--- config.mk ---
export PLATFORM = sky130hd
export DESIGN_NAME = evxfer_top
export DESIGN_NICKNAME = d
export VERILOG_FILES = /design/src/rtl/evxfer_pkg.sv /design/src/rtl/evxfer_lane.sv /design/src/rtl/evxfer_chregs.sv /design/src/rtl/evxfer_seq.sv /design/src/rtl/evxfer_top.sv
export SDC_FILE = /design/constraint.sdc
export NUM_CORES = 1
export LEC_CHECK = 0
export ABC_CLOCK_PERIOD_IN_PS = 3670
export BUFFER_PORTS_ARGS = -buffer_cell sky130_fd_sc_hd__buf_2
export CAP_MARGIN = 10
export CORE_MARGIN = 2
export CORE_UTILIZATION = 40
export DETAILED_ROUTE_END_ITERATION = 6
export GPL_ROUTABILITY_DRIVEN = 0
export PLACE_DENSITY = 0.54
export SKIP_LAST_GASP = 1
export SLEW_MARGIN = 20
export SYNTH_ARGS = -nofsm -noshare
export SYNTH_HDL_FRONTEND = slang
export SYNTH_SLANG_ARGS = --single-unit
--- constraint.sdc ---
create_clock -name clk -period 3.67 [get_ports clk]
set_clock_uncertainty 0.1 [all_clocks]
set_input_delay 0.367 -clock clk [delete_from_list [all_inputs] [get_ports clk]]
set_output_delay 0.367 -clock clk [all_outputs]
set_load 0.02 [all_outputs]
--- src/rtl/evxfer_pkg.sv ---
package evxfer_pkg;

  localparam int DW = 16;

  localparam logic [1:0] SEL_CTRL = 2'd0;
  localparam logic [1:0] SEL_SRC  = 2'd1;
  localparam logic [1:0] SEL_DST  = 2'd2;

  localparam logic [1:0] STEP_DST = 2'd1;
  localparam logic [1:0] STEP_SRC = 2'd2;

  typedef enum logic [1:0] {
    ST_IDLE = 2'd0,
    ST_RD   = 2'd1,
    ST_WR   = 2'd2,
    ST_POST = 2'd3
  } seq_st_e;

  function automatic logic [1:0] lane_be(input logic is_word, input logic odd);
    if (is_word) return 2'b11;
    return odd ? 2'b10 : 2'b01;
  endfunction

endpackage

--- src/rtl/evxfer_lane.sv ---
module evxfer_lane #(
  parameter int DW = 16
) (
  input  logic [DW-1:0] rd_data,
  input  logic          rd_odd,
  input  logic          wr_odd,
  input  logic          is_word,
  output logic [DW-1:0] wr_data
);
  localparam int BW = DW / 2;

  logic [BW-1:0] rd_byte;

  assign rd_byte = rd_odd ? rd_data[DW-1:BW] : rd_data[BW-1:0];

  // Bytes are replicated on both lanes; byte enables pick the live one.
  always_comb begin
    if (is_word) wr_data = rd_data;
    else         wr_data = {rd_byte, rd_byte};
  end

  logic unused_odd;
  assign unused_odd = wr_odd;

endmodule

--- src/rtl/evxfer_chregs.sv ---
module evxfer_chregs
  import evxfer_pkg::*;
#(
  parameter int NCH   = 8,
  parameter int AW    = 16,
  parameter int CNT_W = 8,
  parameter int CHW   = $clog2(NCH)
) (
  input  logic             clk,
  input  logic             rst,
  input  logic             cfg_we,
  input  logic [CHW-1:0]   cfg_ch,
  input  logic [1:0]       cfg_sel,
  input  logic [DW-1:0]    cfg_wdata,
  input  logic             busy,
  input  logic [CHW-1:0]   act_ch,
  input  logic             upd,
  input  logic [CHW-1:0]   rd_ch,
  output logic [CNT_W-1:0] rd_cnt,
  output logic             rd_word,
  output logic [AW-1:0]    rd_src,
  output logic [AW-1:0]    rd_dst
);

  logic [CNT_W-1:0] cnt_q  [NCH];
  logic             word_q [NCH];
  logic [1:0]       mode_q [NCH];
  logic [AW-1:0]    src_q  [NCH];
  logic [AW-1:0]    dst_q  [NCH];

  always_ff @(posedge clk) begin
    if (rst) begin
      for (int i = 0; i < NCH; i++) begin
        cnt_q[i]  <= '0;
        word_q[i] <= 1'b0;
        mode_q[i] <= 2'b00;
        src_q[i]  <= '0;
        dst_q[i]  <= '0;
      end
    end else begin
      for (int i = 0; i < NCH; i++) begin
        if (upd && act_ch == CHW'(i)) begin
          if (cnt_q[i] != '1) cnt_q[i] <= cnt_q[i] - CNT_W'(1);
          if (mode_q[i] == STEP_SRC)
            src_q[i] <= src_q[i] + (word_q[i] ? AW'(2) : AW'(1));
          if (mode_q[i] == STEP_DST)
            dst_q[i] <= dst_q[i] + (word_q[i] ? AW'(2) : AW'(1));
        end else if (cfg_we && cfg_ch == CHW'(i) && !(busy && act_ch == CHW'(i))) begin
          case (cfg_sel)
            SEL_CTRL: begin
              cnt_q[i]  <= cfg_wdata[CNT_W-1:0];
              word_q[i] <= cfg_wdata[CNT_W];
              mode_q[i] <= cfg_wdata[CNT_W+2:CNT_W+1];
            end
            SEL_SRC: src_q[i] <= cfg_wdata[AW-1:0];
            SEL_DST: dst_q[i] <= cfg_wdata[AW-1:0];
            default: ;
          endcase
        end
      end
    end
  end

  assign rd_cnt  = cnt_q[rd_ch];
  assign rd_word = word_q[rd_ch];
  assign rd_src  = src_q[rd_ch];
  assign rd_dst  = dst_q[rd_ch];

  for (genvar g = 0; g < NCH; g++) begin : g_chk

    keep_ff_chk: assert property (@(posedge clk) disable iff (rst)
      (upd && act_ch == CHW'(g) && cnt_q[g] == '1) |=> cnt_q[g] == '1);

    count_dec_chk: assert property (@(posedge clk) disable iff (rst)
      (upd && act_ch == CHW'(g) && cnt_q[g] != '1) |=> cnt_q[g] == $past(cnt_q[g]) - CNT_W'(1));

    busy_hold_chk: assert property (@(posedge clk) disable iff (rst)
      (busy && !upd && act_ch == CHW'(g) && cfg_we && cfg_ch == CHW'(g))
      |=> ($stable(cnt_q[g]) && $stable(src_q[g]) && $stable(dst_q[g])
           && $stable(mode_q[g]) && $stable(word_q[g])));
  end

endmodule

--- src/rtl/evxfer_seq.sv ---
module evxfer_seq
  import evxfer_pkg::*;
#(
  parameter int AW      = 16,
  parameter int CNT_W   = 8,
  parameter int LVL_W   = 4,
  parameter int LVL_MIN = 14,
  parameter int CHW     = 3
) (
  input  logic             clk,
  input  logic             rst,
  input  logic             req_valid,
  input  logic [CHW-1:0]   req_ch,
  input  logic [LVL_W-1:0] req_lvl,
  input  logic [CNT_W-1:0] rd_cnt,
  input  logic             rd_word,
  input  logic [AW-1:0]    rd_src,
  input  logic [AW-1:0]    rd_dst,
  input  logic [DW-1:0]    wr_data,
  output logic             is_word,
  output logic [AW-1:0]    dst_l,
  output logic             busy,
  output logic             upd,
  output logic [CHW-1:0]   act_ch,
  output logic             evt_done,
  output logic             evt_irq,
  output logic [CHW-1:0]   evt_ch,
  output logic             mem_req,
  output logic             mem_we,
  output logic [AW-1:0]    mem_addr,
  output logic [DW-1:0]    mem_wdata,
  output logic [1:0]       mem_be,
  input  logic             mem_rdy
);

  seq_st_e st;
  logic    go;

  assign go   = (req_lvl >= LVL_W'(LVL_MIN)) && (rd_cnt != '0);
  assign busy = (st == ST_RD) || (st == ST_WR);
  assign upd  = (st == ST_WR) && mem_rdy;

  always_ff @(posedge clk) begin
    if (rst) begin
      st        <= ST_IDLE;
      act_ch    <= '0;
      is_word   <= 1'b0;
      dst_l     <= '0;
      evt_done  <= 1'b0;
      evt_irq   <= 1'b0;
      evt_ch    <= '0;
      mem_req   <= 1'b0;
      mem_we    <= 1'b0;
      mem_addr  <= '0;
      mem_wdata <= '0;
      mem_be    <= 2'b00;
    end else begin
      case (st)
        ST_IDLE: begin
          if (req_valid) begin
            if (go) begin
              act_ch   <= req_ch;
              is_word  <= rd_word;
              dst_l    <= rd_dst;
              mem_req  <= 1'b1;
              mem_we   <= 1'b0;
              mem_addr <= rd_src;
              mem_be   <= lane_be(rd_word, rd_src[0]);
              st       <= ST_RD;
            end else begin
              evt_irq <= 1'b1;
              evt_ch  <= req_ch;
              st      <= ST_POST;
            end
          end
        end
        ST_RD: begin
          if (mem_rdy) begin
            mem_we    <= 1'b1;
            mem_addr  <= dst_l;
            mem_wdata <= wr_data;
            mem_be    <= lane_be(is_word, dst_l[0]);
            st        <= ST_WR;
          end
        end
        ST_WR: begin
          if (mem_rdy) begin
            mem_req  <= 1'b0;
            mem_we   <= 1'b0;
            evt_done <= 1'b1;
            evt_ch   <= act_ch;
            st       <= ST_POST;
          end
        end
        default: begin
          evt_done <= 1'b0;
          evt_irq  <= 1'b0;
          st       <= ST_IDLE;
        end
      endcase
    end
  end


  mem_hold_chk: assert property (@(posedge clk) disable iff (rst)
    (mem_req && !mem_rdy) |=> (mem_req && $stable(mem_addr) && $stable(mem_we)
                               && $stable(mem_wdata) && $stable(mem_be)));

  done_pulse_chk: assert property (@(posedge clk) disable iff (rst)
    evt_done |=> !evt_done);

  resp_excl_chk: assert property (@(posedge clk) disable iff (rst)
    !(evt_done && evt_irq));

  irq_nomem_chk: assert property (@(posedge clk) disable iff (rst)
    evt_irq |-> !mem_req);

  wr_after_rd_chk: assert property (@(posedge clk) disable iff (rst)
    $rose(mem_we) |-> $past(mem_req && mem_rdy));

endmodule

--- src/rtl/evxfer_top.sv ---
module evxfer_top
  import evxfer_pkg::*;
#(
  parameter int NCH     = 8,
  parameter int AW      = 16,
  parameter int CNT_W   = 8,
  parameter int LVL_W   = 4,
  parameter int LVL_MIN = 14,
  localparam int CHW    = $clog2(NCH)
) (
  input  logic             clk,
  input  logic             rst,
  input  logic             cfg_we,
  input  logic [CHW-1:0]   cfg_ch,
  input  logic [1:0]       cfg_sel,
  input  logic [DW-1:0]    cfg_wdata,
  input  logic             req_valid,
  input  logic [CHW-1:0]   req_ch,
  input  logic [LVL_W-1:0] req_lvl,
  output logic             evt_done,
  output logic             evt_irq,
  output logic [CHW-1:0]   evt_ch,
  output logic             mem_req,
  output logic             mem_we,
  output logic [AW-1:0]    mem_addr,
  output logic [DW-1:0]    mem_wdata,
  output logic [1:0]       mem_be,
  input  logic [DW-1:0]    mem_rdata,
  input  logic             mem_rdy
);

  logic [CNT_W-1:0] rd_cnt;
  logic             rd_word;
  logic [AW-1:0]    rd_src;
  logic [AW-1:0]    rd_dst;
  logic             busy;
  logic             upd;
  logic [CHW-1:0]   act_ch;
  logic             is_word;
  logic [AW-1:0]    dst_l;
  logic [DW-1:0]    wr_data;

  evxfer_chregs #(.NCH(NCH), .AW(AW), .CNT_W(CNT_W), .CHW(CHW)) u_regs (
    .clk(clk), .rst(rst),
    .cfg_we(cfg_we), .cfg_ch(cfg_ch), .cfg_sel(cfg_sel), .cfg_wdata(cfg_wdata),
    .busy(busy), .act_ch(act_ch), .upd(upd),
    .rd_ch(req_ch), .rd_cnt(rd_cnt), .rd_word(rd_word),
    .rd_src(rd_src), .rd_dst(rd_dst)
  );

  evxfer_lane #(.DW(DW)) u_lane (
    .rd_data(mem_rdata), .rd_odd(mem_addr[0]), .wr_odd(dst_l[0]),
    .is_word(is_word), .wr_data(wr_data)
  );

  evxfer_seq #(.AW(AW), .CNT_W(CNT_W), .LVL_W(LVL_W), .LVL_MIN(LVL_MIN), .CHW(CHW)) u_seq (
    .clk(clk), .rst(rst),
    .req_valid(req_valid), .req_ch(req_ch), .req_lvl(req_lvl),
    .rd_cnt(rd_cnt), .rd_word(rd_word), .rd_src(rd_src), .rd_dst(rd_dst),
    .wr_data(wr_data), .is_word(is_word), .dst_l(dst_l),
    .busy(busy), .upd(upd), .act_ch(act_ch),
    .evt_done(evt_done), .evt_irq(evt_irq), .evt_ch(evt_ch),
    .mem_req(mem_req), .mem_we(mem_we), .mem_addr(mem_addr),
    .mem_wdata(mem_wdata), .mem_be(mem_be), .mem_rdy(mem_rdy)
  );

endmodule

==> flow_summary_export.csv <==
group,metric,value,unit
finish,ff_latch_area,11590,um^2
finish,n_fill_cell,5922,
cts,clock_latency,590,ps
global_route,grt_pass1_vias,19640,
cts,cts_tree,"done",
synthesis,synth_edf_count,344,
die,die_height,256.0,um
worst_setup_path,cp-end-kind,"flop",
synthesis,syn_inst,2558,
die,fp.dieW,256.0,um
finish,mostFrequentLayoutCell,"nand2_1",
timing,finalSetupTns,0,ps
hold_path,hold_path.class,"input pin to flop",
placed_design,dp_slack,628.1,ps
finish,final_area,28710,um^2
timing,fmax,0.3231,GHz
pwr,ir_drop,304.0,uV
finish,area_growth_syn_to_layout,12.97,%
timing,hold_violations,0,
cts,clockBufferDepth,3,
timing,worstMarginPinSlew,877.8,ps
worst_setup_path,critPathArrivalTime,3240,ps
placed_design,placed_area,26900,um^2
synthesis,synthArstFlopShare,0,%
pwr,p_comb_share,17.4,%
cts,post_cts_resized,0,
finish,fin_nets,2756,
worst_setup_path,critPathLaunchType,"flop",
synthesis,ys_seq_area_share,45.62,%
pwr,seq_power_share,44.4,%
timing,finalCriticalPeriod,3095,ps
pwr,swShare,29.69,%
worst_setup_path,crit_type,"flop to flop",
timing,slew_headroom,41.48,%
cts,numCtsBuffers,50,
cts,h-tree-depth,2,
finish,layout-drive-gt1-share,12.72,%
detailed_routing,drc,0,
synthesis,synth-seq-cells,407,
worst_setup_path,crit_required,3820,ps
placed_design,dp_hpwl,55200,um
global_route,grt.total_usage,23.92,%
die,initial_core_util,40.36,%
timing,rsz0062_at_grt,"false",
pwr,switchingPower,3.863,mW
pwr,p_clk_share,38.1,%
global_route,grt_start_max_net_pins,67,
placed_design,io_buffers,88,
timing,drv_slew,0,
synthesis,synth_warnings,0,
synthesis,synth_nets,2675,
synthesis,synth-main-ff-cell,"edfxtp_1",
die,io-pin-count,90,
global_route,overflow,0,
die,die_area,65560,um^2
global_route,antenna_found_initial,2,
outcome,status,"completed",
die,rows,92,
die,core_area,62970,um^2
global_route,grt_pass1_wl,121400,um
finish,final_cell_mix,"376 x nand2_1, 344 x edfxtp_1, 260 x nor2_1, 241 x o21ai_0, 145 x xor2_1",
pwr,leakage,9.969,nW
timing,post-route-period-util,84.33,%
detailed_routing,vias,20040,
detailed_routing,wl_per_cell,22.47,um
cts,clk_pin_slew,60,ps
timing,hold_ws,96.82,ps
detailed_routing,wirelength,79260,um
detailed_routing,ant_nets,0,
synthesis,netlist_area,25410,um^2
detailed_routing,initialDrtViolationCount,1716,
cts,cts-root-buf,"clkbuf_16",
cts,cts_sinks,407,
finish,multi_input_area,12840,um^2
pwr,p_int,9.149,mW
synthesis,ys_types,69,
timing,setup_viol,0,
worst_setup_path,cp_max_fo,10,
run,max_cap_viol_count,0,
detailed_routing,drt_first_pass_iters,5,
detailed_routing,avgViaCountPerCell,5.682,
pwr,power_density,453.3,nW/um^2
finish,utilization,45.59,%
timing,finalWorstSetupSlack,575.0,ps
synthesis,avgSynthCellArea,9.934,um^2
## sequential cells by signal, indices dropped and copies added (netlist names), 8 cells and up
register         cells
u_regs.dst_q       128
u_regs.src_q       128
u_regs.cnt_q        64
u_regs.mode_q       16
u_seq.dst_l         16
u_seq.mem_addr      16
u_seq.mem_wdata     16
u_regs.word_q        8
## per-layer routing
layer / up-vias / global-route usage [%] / wire length, um / part of all wire (%)
li1: 9393 / - / - / -
met5: - / 0 / 9 / 0.011
met4: 2 / 7.976 / 2637 / 3.3
met3: 129 / 4.486 / 4917 / 6.2
met2: 643 / 40.59 / 38240 / 48
met1: 9873 / 30.69 / 33460 / 42
## kinds of logic (layout without fill, tap and decap cells)
family | after synthesis | after routing | share of synthesized area, %
compound gates | 497 | 497 | 12.47
flops | 407 | 407 | 45.62
mux | 121 | 121 | 8.021
xor+xnor | 270 | 270 | 9.306
other cells | 0 | 1 | 0
buf+inv | 244 | 366 | 3.850
fa+ha+maj | 68 | 68 | 3.821
simple gates | 951 | 951 | 16.92
## layout make-up
type | instances | share of cell area, %
Multi-Input combinational cell | 1907 | 44.75
Sequential cell | 407 | 40.38
Clock buffer | 72 | 5.278
Timing Repair Buffer | 180 | 4.237
Tap cell | 846 | 3.687
Inverter | 93 | 1.216
Clock inverter | 21 | 0.4489
Antenna cell | 1 | 0.008717
## timing repair
action	4_1_cts	5_1_grt
hold buffers	16	0
buffers inserted	0	0
endpoints found under the hold margin	16	0
## worst paths after layout
kind	start	end	slack [ps]	depth (start not counted)
worst min-delay path	req_ch[1]	u_seq.act_ch[1]	100	3
worst min register to register	u_seq.mem_we	u_seq.mem_we	360	2
worst max register to register	u_seq.st[0]	u_regs.cnt_q[0][0]	570	7
worst max-delay path	u_seq.st[0]	u_regs.cnt_q[0][0]	570	7
## through the flow
stage | cells | total power [mW]
after floorplan | 2558 | 7.294
after global placement | 3417 | 8.055
after detailed placement | 3417 | 8.116
after CTS | 3526 | 13.12
after global routing | 3526 | 13.56
final | 3527 | 13.01
## synth_stat cells, drive strengths merged, types with 16 or more instances
library cell	instances	area (um^2)
fa	16	320.3
nand3b	18	135.1
nand3	88	440.4
nand4	40	250.2
a21oi	54	274.0
o311ai	19	166.4
inv	92	345.3
dfxtp	63	1261
xor2	145	1270
nand2	376	1411
nor2	267	1020
mux4	66	1486
o211ai	26	195.2
edfxtp	344	10330
clkbuf	110	417.9
a211oi	80	675.7
o2bb2ai	16	140.1
mux2i	54	540.5
nor3	43	225.2
o21ai	247	1236
and3	36	225.2
xnor2	125	1095
buf	41	211.5
ha	52	650.6
## power groups by stage
stage | Combinational, mW | Sequential, mW | Clock (mW)
detailed placement | 2.24 | 5.87 | 0
global route | 2.48 | 5.83 | 5.24
floorplan | 1.40 | 5.90 | 0
CTS | 2.27 | 5.78 | 5.07
finish | 2.27 | 5.78 | 4.96
global placement | 2.20 | 5.85 | 0
## worst max-delay path, stage by stage (launching register included)
cell     delay [ps]
dfxtp_1         380
inv_1            80
ha_1            320
a21oi_2         400
nor4_1           70
or4_1           560
or3_1           480
nand3_1         350
No activity file was read; power rests on OpenSTA's default activity.
